File: config.mk
export PLATFORM = sky130hd
export DESIGN_NAME = sdly_settle_timer
export DESIGN_NICKNAME = d
export VERILOG_FILES = /design/src/rtl/sdly_pkg.sv /design/src/rtl/sdly_table.sv /design/src/rtl/sdly_counter.sv /design/src/rtl/sdly_ctrl.sv /design/src/rtl/sdly_settle_timer.sv
export SDC_FILE = /design/constraint.sdc
export NUM_CORES = 1
export LEC_CHECK = 0
export ABC_AREA = 1
export BUFFER_PORTS_ARGS = -buffer_cell sky130_fd_sc_hd__buf_2
export CAP_MARGIN = 20
export CORE_AREA = 4 4 41 43
export CTS_CLUSTER_SIZE = 24
export DETAILED_ROUTE_END_ITERATION = 10
export DIE_AREA = 0 0 45 47
export PLACE_DENSITY = 0.71
export REMOVE_ABC_BUFFERS = 1
export SYNTH_ARGS = -nofsm -noshare
export SYNTH_HDL_FRONTEND = slang
export SYNTH_SLANG_ARGS = --single-unit
File: constraint.sdc
create_clock -name clk -period 1.6 [get_ports clk]
set_clock_uncertainty 0.05 [all_clocks]
set_input_delay 0.32 -clock clk [delete_from_list [all_inputs] [get_ports clk]]
set_output_delay 0.32 -clock clk [all_outputs]
set_load 0.02 [all_outputs]
File: src/rtl/sdly_pkg.sv
// Package sdly_pkg
// Shared types and the code-to-profile mapping for the settling delay timer.
// Assumes the three configuration bits arrive as plain levels.
package sdly_pkg;

    // Configuration bits as seen at the moment a start is accepted.
    typedef struct packed {
        logic fast;
        logic tri_xcvr;
        logic short_dly;
    } sdly_cfg_t;

    // Delay profiles; each one has a first-byte and a later-byte length.
    typedef enum logic [2:0] {
        PROF_BASE      = 3'd0,
        PROF_SHORT     = 3'd1,
        PROF_TRI       = 3'd2,
        PROF_TRI_SHORT = 3'd3,
        PROF_FAST      = 3'd4
    } sdly_prof_t;

    // Map the configuration code to a profile; unlisted codes fall back to base.
    function automatic sdly_prof_t sdly_classify(input sdly_cfg_t c);
        sdly_prof_t p;
        case ({c.fast, c.tri_xcvr, c.short_dly})
            3'b001:  p = PROF_SHORT;
            3'b010:  p = PROF_TRI;
            3'b011:  p = PROF_TRI_SHORT;
            3'b111:  p = PROF_FAST;
            default: p = PROF_BASE;
        endcase
        return p;
    endfunction

endpackage

File: src/rtl/sdly_table.sv
// Module sdly_table
// Picks the delay length from the profile, the first-byte flag and bypass.
// It is purely combinational, and its output is only used in the cycle of
// acceptance. The output is the tick count minus one, which is the value
// the down counter is loaded with. Assumes every tick parameter is at least 1.
module sdly_table
    import sdly_pkg::*;
#(
    parameter int LONG_TICKS       = 40,
    parameter int MID_TICKS        = 22,
    parameter int TRI_NEXT_TICKS   = 10,
    parameter int SHORT_NEXT_TICKS = 7,
    parameter int FAST_NEXT_TICKS  = 4,
    parameter int BYPASS_TICKS     = 2,
    parameter int CW               = 6
) (
    input  sdly_cfg_t       cfg_i,
    input  logic            first_i,
    input  logic            bypass_i,
    output logic [CW-1:0]   load_o
);

    localparam logic [CW-1:0] L_LONG  = CW'(LONG_TICKS - 1);
    localparam logic [CW-1:0] L_MID   = CW'(MID_TICKS - 1);
    localparam logic [CW-1:0] L_TRI   = CW'(TRI_NEXT_TICKS - 1);
    localparam logic [CW-1:0] L_SHORT = CW'(SHORT_NEXT_TICKS - 1);
    localparam logic [CW-1:0] L_FAST  = CW'(FAST_NEXT_TICKS - 1);
    localparam logic [CW-1:0] L_BYP   = CW'(BYPASS_TICKS - 1);

    sdly_prof_t    prof;
    logic [CW-1:0] first_len;
    logic [CW-1:0] next_len;

    // Classify the configuration code into a profile.
    assign prof = sdly_classify(cfg_i);

    // Per-profile lengths for a first byte and for the bytes after it.
    always_comb begin
        case (prof)
            PROF_SHORT: begin
                first_len = L_MID;
                next_len  = L_MID;
            end
            PROF_TRI: begin
                first_len = L_LONG;
                next_len  = L_TRI;
            end
            PROF_TRI_SHORT: begin
                first_len = L_MID;
                next_len  = L_SHORT;
            end
            PROF_FAST: begin
                first_len = L_MID;
                next_len  = L_FAST;
            end
            default: begin
                first_len = L_LONG;
                next_len  = L_LONG;
            end
        endcase
    end

    // Bypass overrides the table; otherwise the first-byte flag picks the column.
    always_comb begin
        if (bypass_i)
            load_o = L_BYP;
        else if (first_i)
            load_o = first_len;
        else
            load_o = next_len;
    end

endmodule

File: src/rtl/sdly_counter.sv
// Module sdly_counter
// Down counter with a synchronous clear, a load and a decrement enable.
// Clear has priority over load, and load has priority over the decrement.
// It stops at zero and reports zero on a flag.
module sdly_counter #(
    parameter int CW = 6
) (
    input  logic            clk,
    input  logic            rst_n,
    input  logic            clear_i,
    input  logic            load_i,
    input  logic [CW-1:0]   load_val_i,
    input  logic            dec_i,
    output logic            zero_o
);

    logic [CW-1:0] cnt_q;

    // Count register: clear, load, or step down towards zero.
    always_ff @(posedge clk) begin
        if (!rst_n || clear_i)
            cnt_q <= '0;
        else if (load_i)
            cnt_q <= load_val_i;
        else if (dec_i && (cnt_q != '0))
            cnt_q <= cnt_q - 1'b1;
    end

    // Zero flag for the controller.
    assign zero_o = (cnt_q == '0);

endmodule

File: src/rtl/sdly_ctrl.sv
// Module sdly_ctrl
// Holds the busy and done state, decides when a start is accepted, and
// drives the counter's load, decrement and clear. Abort wins over every
// other input. Assumes the counter reaches zero on the last busy cycle.
module sdly_ctrl (
    input  logic clk,
    input  logic rst_n,
    input  logic start_i,
    input  logic abort_i,
    input  logic cnt_zero_i,
    output logic accept_o,
    output logic dec_o,
    output logic clear_o,
    output logic busy_o,
    output logic done_o
);

    logic busy_q;
    logic done_q;
    logic finish;

    // A start is taken only while idle and not aborting.
    assign accept_o = start_i && !busy_q && !abort_i;
    // The last busy cycle is the one where the counter already reads zero.
    assign finish   = busy_q && cnt_zero_i && !abort_i;
    // Step the counter while busy; empty it on abort.
    assign dec_o    = busy_q && !abort_i;
    assign clear_o  = abort_i;

    // Busy flag: set on acceptance, cleared on finish or abort.
    always_ff @(posedge clk) begin
        if (!rst_n || abort_i)
            busy_q <= 1'b0;
        else if (accept_o)
            busy_q <= 1'b1;
        else if (finish)
            busy_q <= 1'b0;
    end

    // Done pulse: one cycle after the last busy cycle.
    always_ff @(posedge clk) begin
        if (!rst_n || abort_i)
            done_q <= 1'b0;
        else
            done_q <= finish;
    end

    assign busy_o = busy_q;
    assign done_o = done_q;

endmodule

File: src/rtl/sdly_settle_timer.sv
// Module sdly_settle_timer
// Top level of the settling delay timer. The delay length is decoded from
// the live inputs and loaded into the counter in the cycle of acceptance,
// so later input changes cannot alter a running delay. Assumes a single
// clock domain and inputs that are synchronous to clk.
module sdly_settle_timer
    import sdly_pkg::*;
#(
    parameter int LONG_TICKS       = 40,
    parameter int MID_TICKS        = 22,
    parameter int TRI_NEXT_TICKS   = 10,
    parameter int SHORT_NEXT_TICKS = 7,
    parameter int FAST_NEXT_TICKS  = 4,
    parameter int BYPASS_TICKS     = 2
) (
    input  logic clk,
    input  logic rst_n,
    input  logic start_i,
    input  logic first_i,
    input  logic cfg_fast_i,
    input  logic cfg_tri_i,
    input  logic cfg_short_i,
    input  logic bypass_i,
    input  logic abort_i,
    output logic busy_o,
    output logic done_o
);

    localparam int MAX_TICKS = (LONG_TICKS > MID_TICKS) ? LONG_TICKS : MID_TICKS;
    localparam int CW        = (MAX_TICKS > 2) ? $clog2(MAX_TICKS) : 1;

    sdly_cfg_t     cfg;
    logic [CW-1:0] load_val;
    logic          accept;
    logic          dec;
    logic          clear;
    logic          zero;

    // Bundle the configuration pins.
    assign cfg = '{fast: cfg_fast_i, tri_xcvr: cfg_tri_i, short_dly: cfg_short_i};

    sdly_table #(
        .LONG_TICKS       (LONG_TICKS),
        .MID_TICKS        (MID_TICKS),
        .TRI_NEXT_TICKS   (TRI_NEXT_TICKS),
        .SHORT_NEXT_TICKS (SHORT_NEXT_TICKS),
        .FAST_NEXT_TICKS  (FAST_NEXT_TICKS),
        .BYPASS_TICKS     (BYPASS_TICKS),
        .CW               (CW)
    ) u_table (
        .cfg_i    (cfg),
        .first_i  (first_i),
        .bypass_i (bypass_i),
        .load_o   (load_val)
    );

    sdly_counter #(
        .CW (CW)
    ) u_counter (
        .clk        (clk),
        .rst_n      (rst_n),
        .clear_i    (clear),
        .load_i     (accept),
        .load_val_i (load_val),
        .dec_i      (dec),
        .zero_o     (zero)
    );

    sdly_ctrl u_ctrl (
        .clk        (clk),
        .rst_n      (rst_n),
        .start_i    (start_i),
        .abort_i    (abort_i),
        .cnt_zero_i (zero),
        .accept_o   (accept),
        .dec_o      (dec),
        .clear_o    (clear),
        .busy_o     (busy_o),
        .done_o     (done_o)
    );

endmodule

==> results of run 1 <==
Yosys cell counts, types with 2 or more instances:
cell,number,area share
nor2_1,11,0.067
nand2_4,3,0.055
ha_1,2,0.040
o21ai_1,8,0.065
nand2_1,24,0.15
a21oi_1,4,0.032
nand4_1,2,0.020
nor2_4,2,0.036
inv_1,12,0.073
dfxtp_1,8,0.26
inv_2,2,0.012
o21ai_0,2,0.016
nand3_1,9,0.073
routing by layer:
| layer | track usage | vias up | part of all wire |
|---|---|---|---|
| met5 | 0 | - | 0 |
| met1 | 0.1808 | 283 | 0.46 |
| met3 | 0.05747 | 2 | 0.067 |
| met2 | 0.2486 | 17 | 0.46 |
| li1 | - | 346 | - |
| met4 | 0.05263 | 0 | 0.013 |
power by group through the flow:
stage / clock network, uW / registers, uW / logic (uW)
finish: 161 / 215 / 131
global route: 174 / 216 / 148
CTS: 165 / 215 / 131
detailed placement: 0 / 219 / 130
global placement: 0 / 219 / 128
floorplan: 0 / 220 / 96.2
critical path: cells and delay by family, from the launching register on:
kind / cells / cell delay, ps
and+or+nand+nor: 5 / 420
DFF: 1 / 350
adders and majority gates: 1 / 240
buffers and inverters: 2 / 160
kinds of logic (layout without fill, tap and decap cells):
group / Yosys count / count (layout) / synth area share
and+or+nand+nor: 56 / 56 / 0.4707
adders and majority gates: 2 / 2 / 0.04040
buffers and inverters: 15 / 28 / 0.09090
AOI/OAI and AO/OA: 16 / 16 / 0.1394
DFF: 8 / 8 / 0.2586
state kept, by name, summed over array words and instances (netlist names):
name,cells
u_ctrl.busy_o,1
u_ctrl.done_o,1
u_counter.cnt_q,6
worst max path at each step:
stage	startpoint	end	slack [ps]	depth (start not counted)
after floorplan	u_ctrl.busy_o	u_counter.cnt_q[3]	370	7
after global placement	u_counter.cnt_q[0]	u_counter.cnt_q[3]	310	8
after detailed placement	u_counter.cnt_q[0]	u_counter.cnt_q[3]	280	8
after CTS	u_counter.cnt_q[0]	u_counter.cnt_q[3]	280	8
after global routing	u_counter.cnt_q[0]	u_counter.cnt_q[2]	140	7
final	u_counter.cnt_q[0]	u_counter.cnt_q[3]	280	8
metrics by stage:
step	instances	total power (uW)
floorplan	97	316.1
global placement	122	347.5
detailed placement	122	349.4
CTS	125	510.7
global route	125	538.9
finish	125	507.0
layout make-up:
| cell class | instances | area, um2 |
|---|---|---|
| multi-input combinational | 74 | 402.9 |
| timing repair buffer | 10 | 50.05 |
| inverter | 15 | 56.30 |
| tap | 15 | 18.77 |
| clock buffer | 3 | 22.52 |
| fill | 134 | 590.6 |
| sequential | 8 | 160.2 |
==> impl_metrics.json, run 1 <==
{
  "clk_latency_ps": 260,
  "drv_cap": 0,
  "dr.pass1.iters": 5,
  "setup_ws_ps": 279.9,
  "antenna-diode-count": 0,
  "reg2reg_to": "u_counter.cnt_q[3]",
  "leakagePower_uw": 0.0003662,
  "synth_area_um2": 619.3,
  "avgSynthCellArea_um2": 6.385,
  "area_delta_synth_final_pct": 14.75,
  "ctsResizeCount": 0,
  "post-place-ws_ps": 285.0,
  "cts_setup_buffers": 0,
  "hold_viol_final": 0,
  "slew_viol_final": 0,
  "viasPerCell": 5.184,
  "setup_viol": 0,
  "drtIter0Drc": 24,
  "final_core_util": 0.5462,
  "port_buffers": 10,
  "dieArea_um2": 2115,
  "hold_buffers": 0,
  "numCtsBuffers": 3,
  "cp_slowest_cell": "dfxtp_1",
  "clkTransAtPathRegs_ps": 60,
  "drive_above_1_share": 0.2091,
  "peakVddDrop_mv": 0.3691,
  "ys_seq_area_frac": 0.2586,
  "chipWidth_um": 45,
  "num_rows": 13,
  "gp_congestion": 0.7975,
  "ys.flop_type": "dfxtp_1",
  "holdWs_ps": 250.9,
  "period_needed_ps": 1320,
  "reg2reg_slack_ps": 280,
  "maxSlewHeadroom": 0.7244,
  "start_util": 0.4760,
  "wl_um": 1357,
  "swShare": 0.3221,
  "mostFrequentLayoutCells": "nand2_1 (24), inv_1 (12), nor2_1 (11)",
  "final_common_cell": "nand2_1",
  "hpwl_um": 1073,
  "async_flop_share": 0,
  "p_clk_frac": 0.318,
  "final_cell_area_um2": 710.7,
  "period_share": 0.8251,
  "p_seq_frac": 0.425,
  "synth_cell_types": 21,
  "ant_nets": 0,
  "required_ps": 1700,
  "clkSinkCount": 8,
  "r2r_start": "u_counter.cnt_q[0]",
  "cp-start-kind": "flop",
  "die_h_um": 47,
  "hold_end": "u_ctrl.done_o",
  "holdPathStages": 3,
  "grt_max_degree": 9,
  "cts_tree": "built",
  "powerDensity_nw_per_um2": 713.4,
  "antenna_found_initial": 0,
  "ys_warn_count": 0,
  "drc_errors": 0,
  "hold_path_class": "in2reg",
  "synth_edf_count": 0,
  "setup_tns_ps": 0,
  "vias": 648,
  "p_int_uw": 343.7,
  "synth_cells": 97,
  "grt_pass1_wl_um": 2283,
  "slowest_delay_ps": 350,
  "layout.nets": 123,
  "pin_count": 11,
  "grt_pass1_vias": 546,
  "hold_start": "rst_n",
  "max_freq_mhz": 757.5,
  "grt_overflow": 0,
  "status": "complete, no violations",
  "synth_seq_cells": 8,
  "ff2ff_path_depth": 8,
  "grt_usage": 0.1512,
  "postPlaceCellArea_um2": 688.2,
  "cts_max_level": 1,
  "pwr-share-comb": 0.258,
  "tightest_slew_ps": 411.8,
  "cp.arrival_ps": 1420,
  "cp_cell_sequence": "inv_1 -> ha_1 -> nand3_4 -> nand2_4 -> nand2_4 -> inv_2 -> nor2_1 -> nor2_1",
  "grt_setup_unrepaired": "false",
  "core_area_um2": 1301,
  "path_max_fanout": 8,
  "path_class": "reg2reg",
  "p_sw_uw": 163.3,
  "cp-end-kind": "flop",
  "cts-root-buf": "clkbuf_4",
  "clockBufferDepth": 2,
  "routedWlPerCell_um": 10.86
}
No activity file was read; power rests on OpenSTA's default activity.
==> run 2, diff against run 1 <==
CORE_AREA = not set   (was 4 4 41 43)
CORE_MARGIN = 4   (was not set)
CORE_UTILIZATION = 47   (was not set)
DIE_AREA = not set   (was 0 0 45 47)
PLACE_DENSITY = 0.75   (was 0.71)
clock period = 1.1 ns   (was 1.6 ns; I/O delays follow)
==> impl_metrics.json, run 2 (synthesis results as in run 1) <==
{
  "hold_buffers": 0,
  "cp-start-kind": "flop",
  "hold_path_class": "in2reg",
  "mostFrequentLayoutCells": "nand2_1 (24), inv_1 (10), nand3_1 (9), buf_2 (9), buf_4 (9)",
  "cp-end-kind": "flop",
  "tightest_slew_ps": 201.5,
  "ff2ff_path_depth": 6,
  "r2r_start": "u_counter.cnt_q[2]",
  "ant_nets": 0,
  "wl_um": 1690,
  "max_freq_mhz": 838.1,
  "grt_setup_unrepaired": "true",
  "grt_use_met3": 0.02846,
  "leakagePower_uw": 0.0004473,
  "setup_ws_ps": -93.14,
  "clkSinkCount": 8,
  "layout.nets": 135,
  "routedWlPerCell_um": 12.43,
  "grt_overflow": 0,
  "fin_cells": 136,
  "clkTransAtPathRegs_ps": 60,
  "die_h_um": 44.30,
  "cts_max_level": 1,
  "antenna-diode-count": 0,
  "placed_cells": 131,
  "start_util": 0.5288,
  "hold_start": "start_i",
  "maxSlewHeadroom": 0.8646,
  "num_rows": 12,
  "final_common_cell": "nand2_1",
  "peakVddDrop_mv": 0.7163,
  "grt_usage": 0.1765,
  "pin_count": 11,
  "finalPower_uw": 830.5,
  "dieArea_um2": 1962,
  "path_max_fanout": 8,
  "chipWidth_um": 44.30,
  "core_area_um2": 1171,
  "path_class": "reg2reg",
  "drc_errors": 0,
  "cts_tree": "built",
  "dr.pass1.iters": 4,
  "hold_viol_final": 0,
  "antenna_found_initial": 0,
  "slew_viol_final": 0,
  "failed_checks": "setup timing",
  "gp_congestion": 0.8646,
  "drv_cap": 0,
  "period_share": 1.085,
  "hpwl_um": 1203,
  "grt_max_degree": 9,
  "viasPerCell": 5.272,
  "area_delta_synth_final_pct": 46.46,
  "largest_reg_flops": 6,
  "reg2reg_to": "u_counter.cnt_q[2]",
  "cts-root-buf": "clkbuf_4",
  "hold_end": "u_ctrl.busy_o",
  "powerDensity_nw_per_um2": 915.5,
  "grt_util_met1": 0.2220,
  "holdWs_ps": 180.3,
  "cp.arrival_ps": 1300,
  "period_needed_ps": 1193,
  "setup_viol": 7,
  "vias": 717,
  "port_buffers": 10,
  "drtIter0Drc": 17,
  "use_met2": 0.2878,
  "grt_most_used_layer": "met2",
  "required_ps": 1200,
  "post-place-ws_ps": -176.0,
  "grt_pass1_vias": 623,
  "status": "complete, but fails checks",
  "numCtsBuffers": 3,
  "holdPathStages": 3,
  "grt_pass1_wl_um": 2546,
  "clk_latency_ps": 260,
  "reg2reg_slack_ps": -90,
  "regMostFlops": "u_counter.cnt_q",
  "clockBufferDepth": 2,
  "drive_above_1_share": 0.4262
}
## run 2: cell types whose count changed in the layout (fill, tap and decap cells not counted), sizes merged
cell / change
buf: +12
## run 2: worst max-delay path by stage
stage                         end          startpoint  slack (ps)  cells past startpoint
2_1_floorplan  u_counter.cnt_q[3]       u_ctrl.busy_o        -130                      7
3_5_place_dp   u_counter.cnt_q[3]  u_counter.cnt_q[0]        -180                      8
3_3_place_gp   u_counter.cnt_q[1]  u_counter.cnt_q[0]        -120                      7
4_1_cts        u_counter.cnt_q[0]  u_counter.cnt_q[1]         -70                      7
5_1_grt        u_counter.cnt_q[5]  u_counter.cnt_q[2]        -150                      8
6_report       u_counter.cnt_q[2]  u_counter.cnt_q[2]         -90                      6
## run 2: through the flow
step                  util  area, um2  setup TNS (ps)
floorplan                -      619.3          -648.7
global placement    0.6613      774.5          -815.2
detailed placement  0.6613      774.5           -1178
CTS                 0.7201      843.3          -386.1
global route        0.7746      907.1          -838.1
finish              0.7746      907.1          -482.8
## run 2: final cells by class
class	instances	area [um2]
Clock buffer	3	22.52
Fill cell	93	264.0
Inverter	15	61.31
Multi-Input combinational cell	74	470.5
Sequential cell	8	168.9
Tap cell	14	17.52
Timing Repair Buffer	22	166.4
## run 2: routing by layer
layer  wire, um  share of wire
met5          0              0
met4         44          0.026
met3         84          0.050
met2        850           0.50
met1        710           0.42
## run 2: worst max-delay path, stage by stage (launching register included)
cell,delay [ps]
dfxtp_4,370
nor2_4,160
nand3_4,100
nand2_4,120
nand2_8,80
o21ai_1,140
a21oi_1,50
## run 2: report_power, final
part / internal (uW) / switching [uW] / leakage (uW) / total, uW
Sequential: 301 / 12.9 / 0.0000676 / 314
Clock: 126 / 116 / 0.0000138 / 242
Combinational: 121 / 153 / 0.000366 / 274
## run 2: what timing repair did
item	4_1_cts	5_1_grt
resized for setup	17	11
setup buffers	0	2
setup endpoints to repair	9	9
pin swaps	5	4
==> run 3, diff against run 2 <==
CAP_MARGIN = not set   (was 20)
SKIP_LAST_GASP = 1   (was not set)
==> impl_metrics.json, run 3 (synthesis results as in run 1) <==
{
  "setup_tns_ps": -500.4,
  "grt_max_degree": 9,
  "grt_pass1_wl_um": 2546,
  "antenna-diode-count": 0,
  "cp.arrival_ps": 1300,
  "grt_pass1_vias": 622,
  "ant_nets": 0,
  "reg2reg_to": "u_counter.cnt_q[2]",
  "leakagePower_uw": 0.0004466,
  "chipWidth_um": 44.30,
  "setup.worst_path.end": "u_counter.cnt_q[2]",
  "clkSinkCount": 8,
  "port_buffers": 10,
  "grt_overflow": 0,
  "cp-end-kind": "flop",
  "start_util": 0.5288,
  "final_core_util": 0.7714,
  "fillers": 95,
  "routedWlPerCell_um": 12.53,
  "setup_viol": 7,
  "required_ps": 1200,
  "ff2ff_path_depth": 6,
  "drtIter0Drc": 16,
  "fin_cells": 136,
  "mostFrequentLayoutCells": "nand2_1 (24), inv_1 (10), buf_4 (10)",
  "die_h_um": 44.30,
  "hold_path_class": "in2reg",
  "grt_usage": 0.1765,
  "path_class": "reg2reg",
  "wl_um": 1704,
  "maxSlewHeadroom": 0.8646,
  "largest_reg_flops": 6,
  "path_max_fanout": 8,
  "vias": 714,
  "cts-root-buf": "clkbuf_4",
  "area_delta_synth_final_pct": 45.86,
  "drv_cap": 0,
  "num_rows": 12,
  "cp_slowest_cell": "dfxtp_4",
  "cp_cell_sequence": "nor2_4 -> nand3_4 -> nand2_4 -> nand2_8 -> o21ai_1 -> a21oi_1",
  "dr.pass1.iters": 4,
  "layout.nets": 135,
  "antenna_found_initial": 0,
  "cts_tree": "built",
  "setup_ws_ps": -96.69,
  "reg2reg_slack_ps": -100,
  "period_share": 1.088,
  "placed_cells": 131,
  "cts_max_level": 1,
  "final_common_cell": "nand2_1",
  "clkTransAtPathRegs_ps": 60,
  "hold_viol_final": 0,
  "viasPerCell": 5.250,
  "r2r_start": "u_counter.cnt_q[2]",
  "drc_errors": 0,
  "status": "complete, but fails checks",
  "pin_count": 11,
  "failed_checks": "setup timing",
  "clockBufferDepth": 2,
  "powerDensity_nw_per_um2": 917.9,
  "hpwl_um": 1203,
  "peakVddDrop_mv": 0.7127,
  "clk_latency_ps": 260,
  "slowest_delay_ps": 370,
  "cp-start-kind": "flop",
  "dieArea_um2": 1962,
  "drive_above_1_share": 0.4262,
  "numCtsBuffers": 3,
  "max_freq_mhz": 835.6,
  "tightest_slew_ps": 201.5,
  "grt_setup_unrepaired": "true",
  "gp_congestion": 0.8646,
  "period_needed_ps": 1197,
  "critical_path.startpoint": "u_counter.cnt_q[2]",
  "core_area_um2": 1171,
  "regMostFlops": "u_counter.cnt_q",
  "slew_viol_final": 0
}
==> run 3: cell counts in the layout (fill, tap and decap cells not counted) <==
Identical to the previous run, type by type.
==> run 3: layer usage <==
metal	up-vias	wire, um	track usage
met1	318	713	0.2220
met3	7	94	0.02846
met4	0	44	0.09036
li1	368	-	-
met2	21	851	0.2878
met5	-	0	0
==> run 3: worst min-delay path by stage <==
| stage | startpoint | endpoint | slack, ps | depth (start not counted) |
|---|---|---|---|---|
| 3_3_place_gp | rst_n | u_ctrl.done_o | 430 | 3 |
| 3_5_place_dp | rst_n | u_ctrl.done_o | 420 | 3 |
| 5_1_grt | abort_i | u_ctrl.done_o | 220 | 2 |
| 6_report | start_i | u_ctrl.busy_o | 180 | 3 |
| 2_1_floorplan | abort_i | u_ctrl.done_o | 250 | 1 |
| 4_1_cts | rst_n | u_ctrl.done_o | 150 | 3 |
==> run 3: where the power goes <==
part           switching (uW)  internal [uW]
registers                12.6            301
clock network             116            126
logic                     154            120
total                     282            547
==> run 3: through the flow <==
stage          hold WS (ps)  total power (uW)  area, um2  worst slack [ps]
5_1_grt               216.1             877.4      903.4            -153.8
3_3_place_gp          425.4             539.9      774.5            -118.6
6_report              180.5             829.2      903.4            -96.69
2_1_floorplan         247.4             459.8      619.3            -125.4
4_1_cts               147.0             799.3      843.3            -71.18
3_5_place_dp          421.8             544.4      774.5            -176.0
==> run 3: cell type report <==
class	instances	area, um2	share of cell area
Tap cell	14	17.52	0.01939
Clock buffer	3	22.52	0.02493
Inverter	15	61.31	0.06787
Sequential cell	8	168.9	0.1870
Multi-Input combinational cell	74	470.5	0.5208
Timing Repair Buffer	22	162.7	0.1801
==> run 3: worst max-delay path: cells and delay by family (launching register included) <==
kind	cells	cell delay, ps
AO/OA/AOI/OAI	2	190
AND/OR/NAND/NOR	4	460
flip-flops	1	370
==> run 3: repair_timing <==
action	4_1_cts	5_1_grt
pin swaps	5	4
gates resized for setup	17	10
buffers inserted	0	2
hold buffers	0	0
endpoints found under the setup margin	9	9
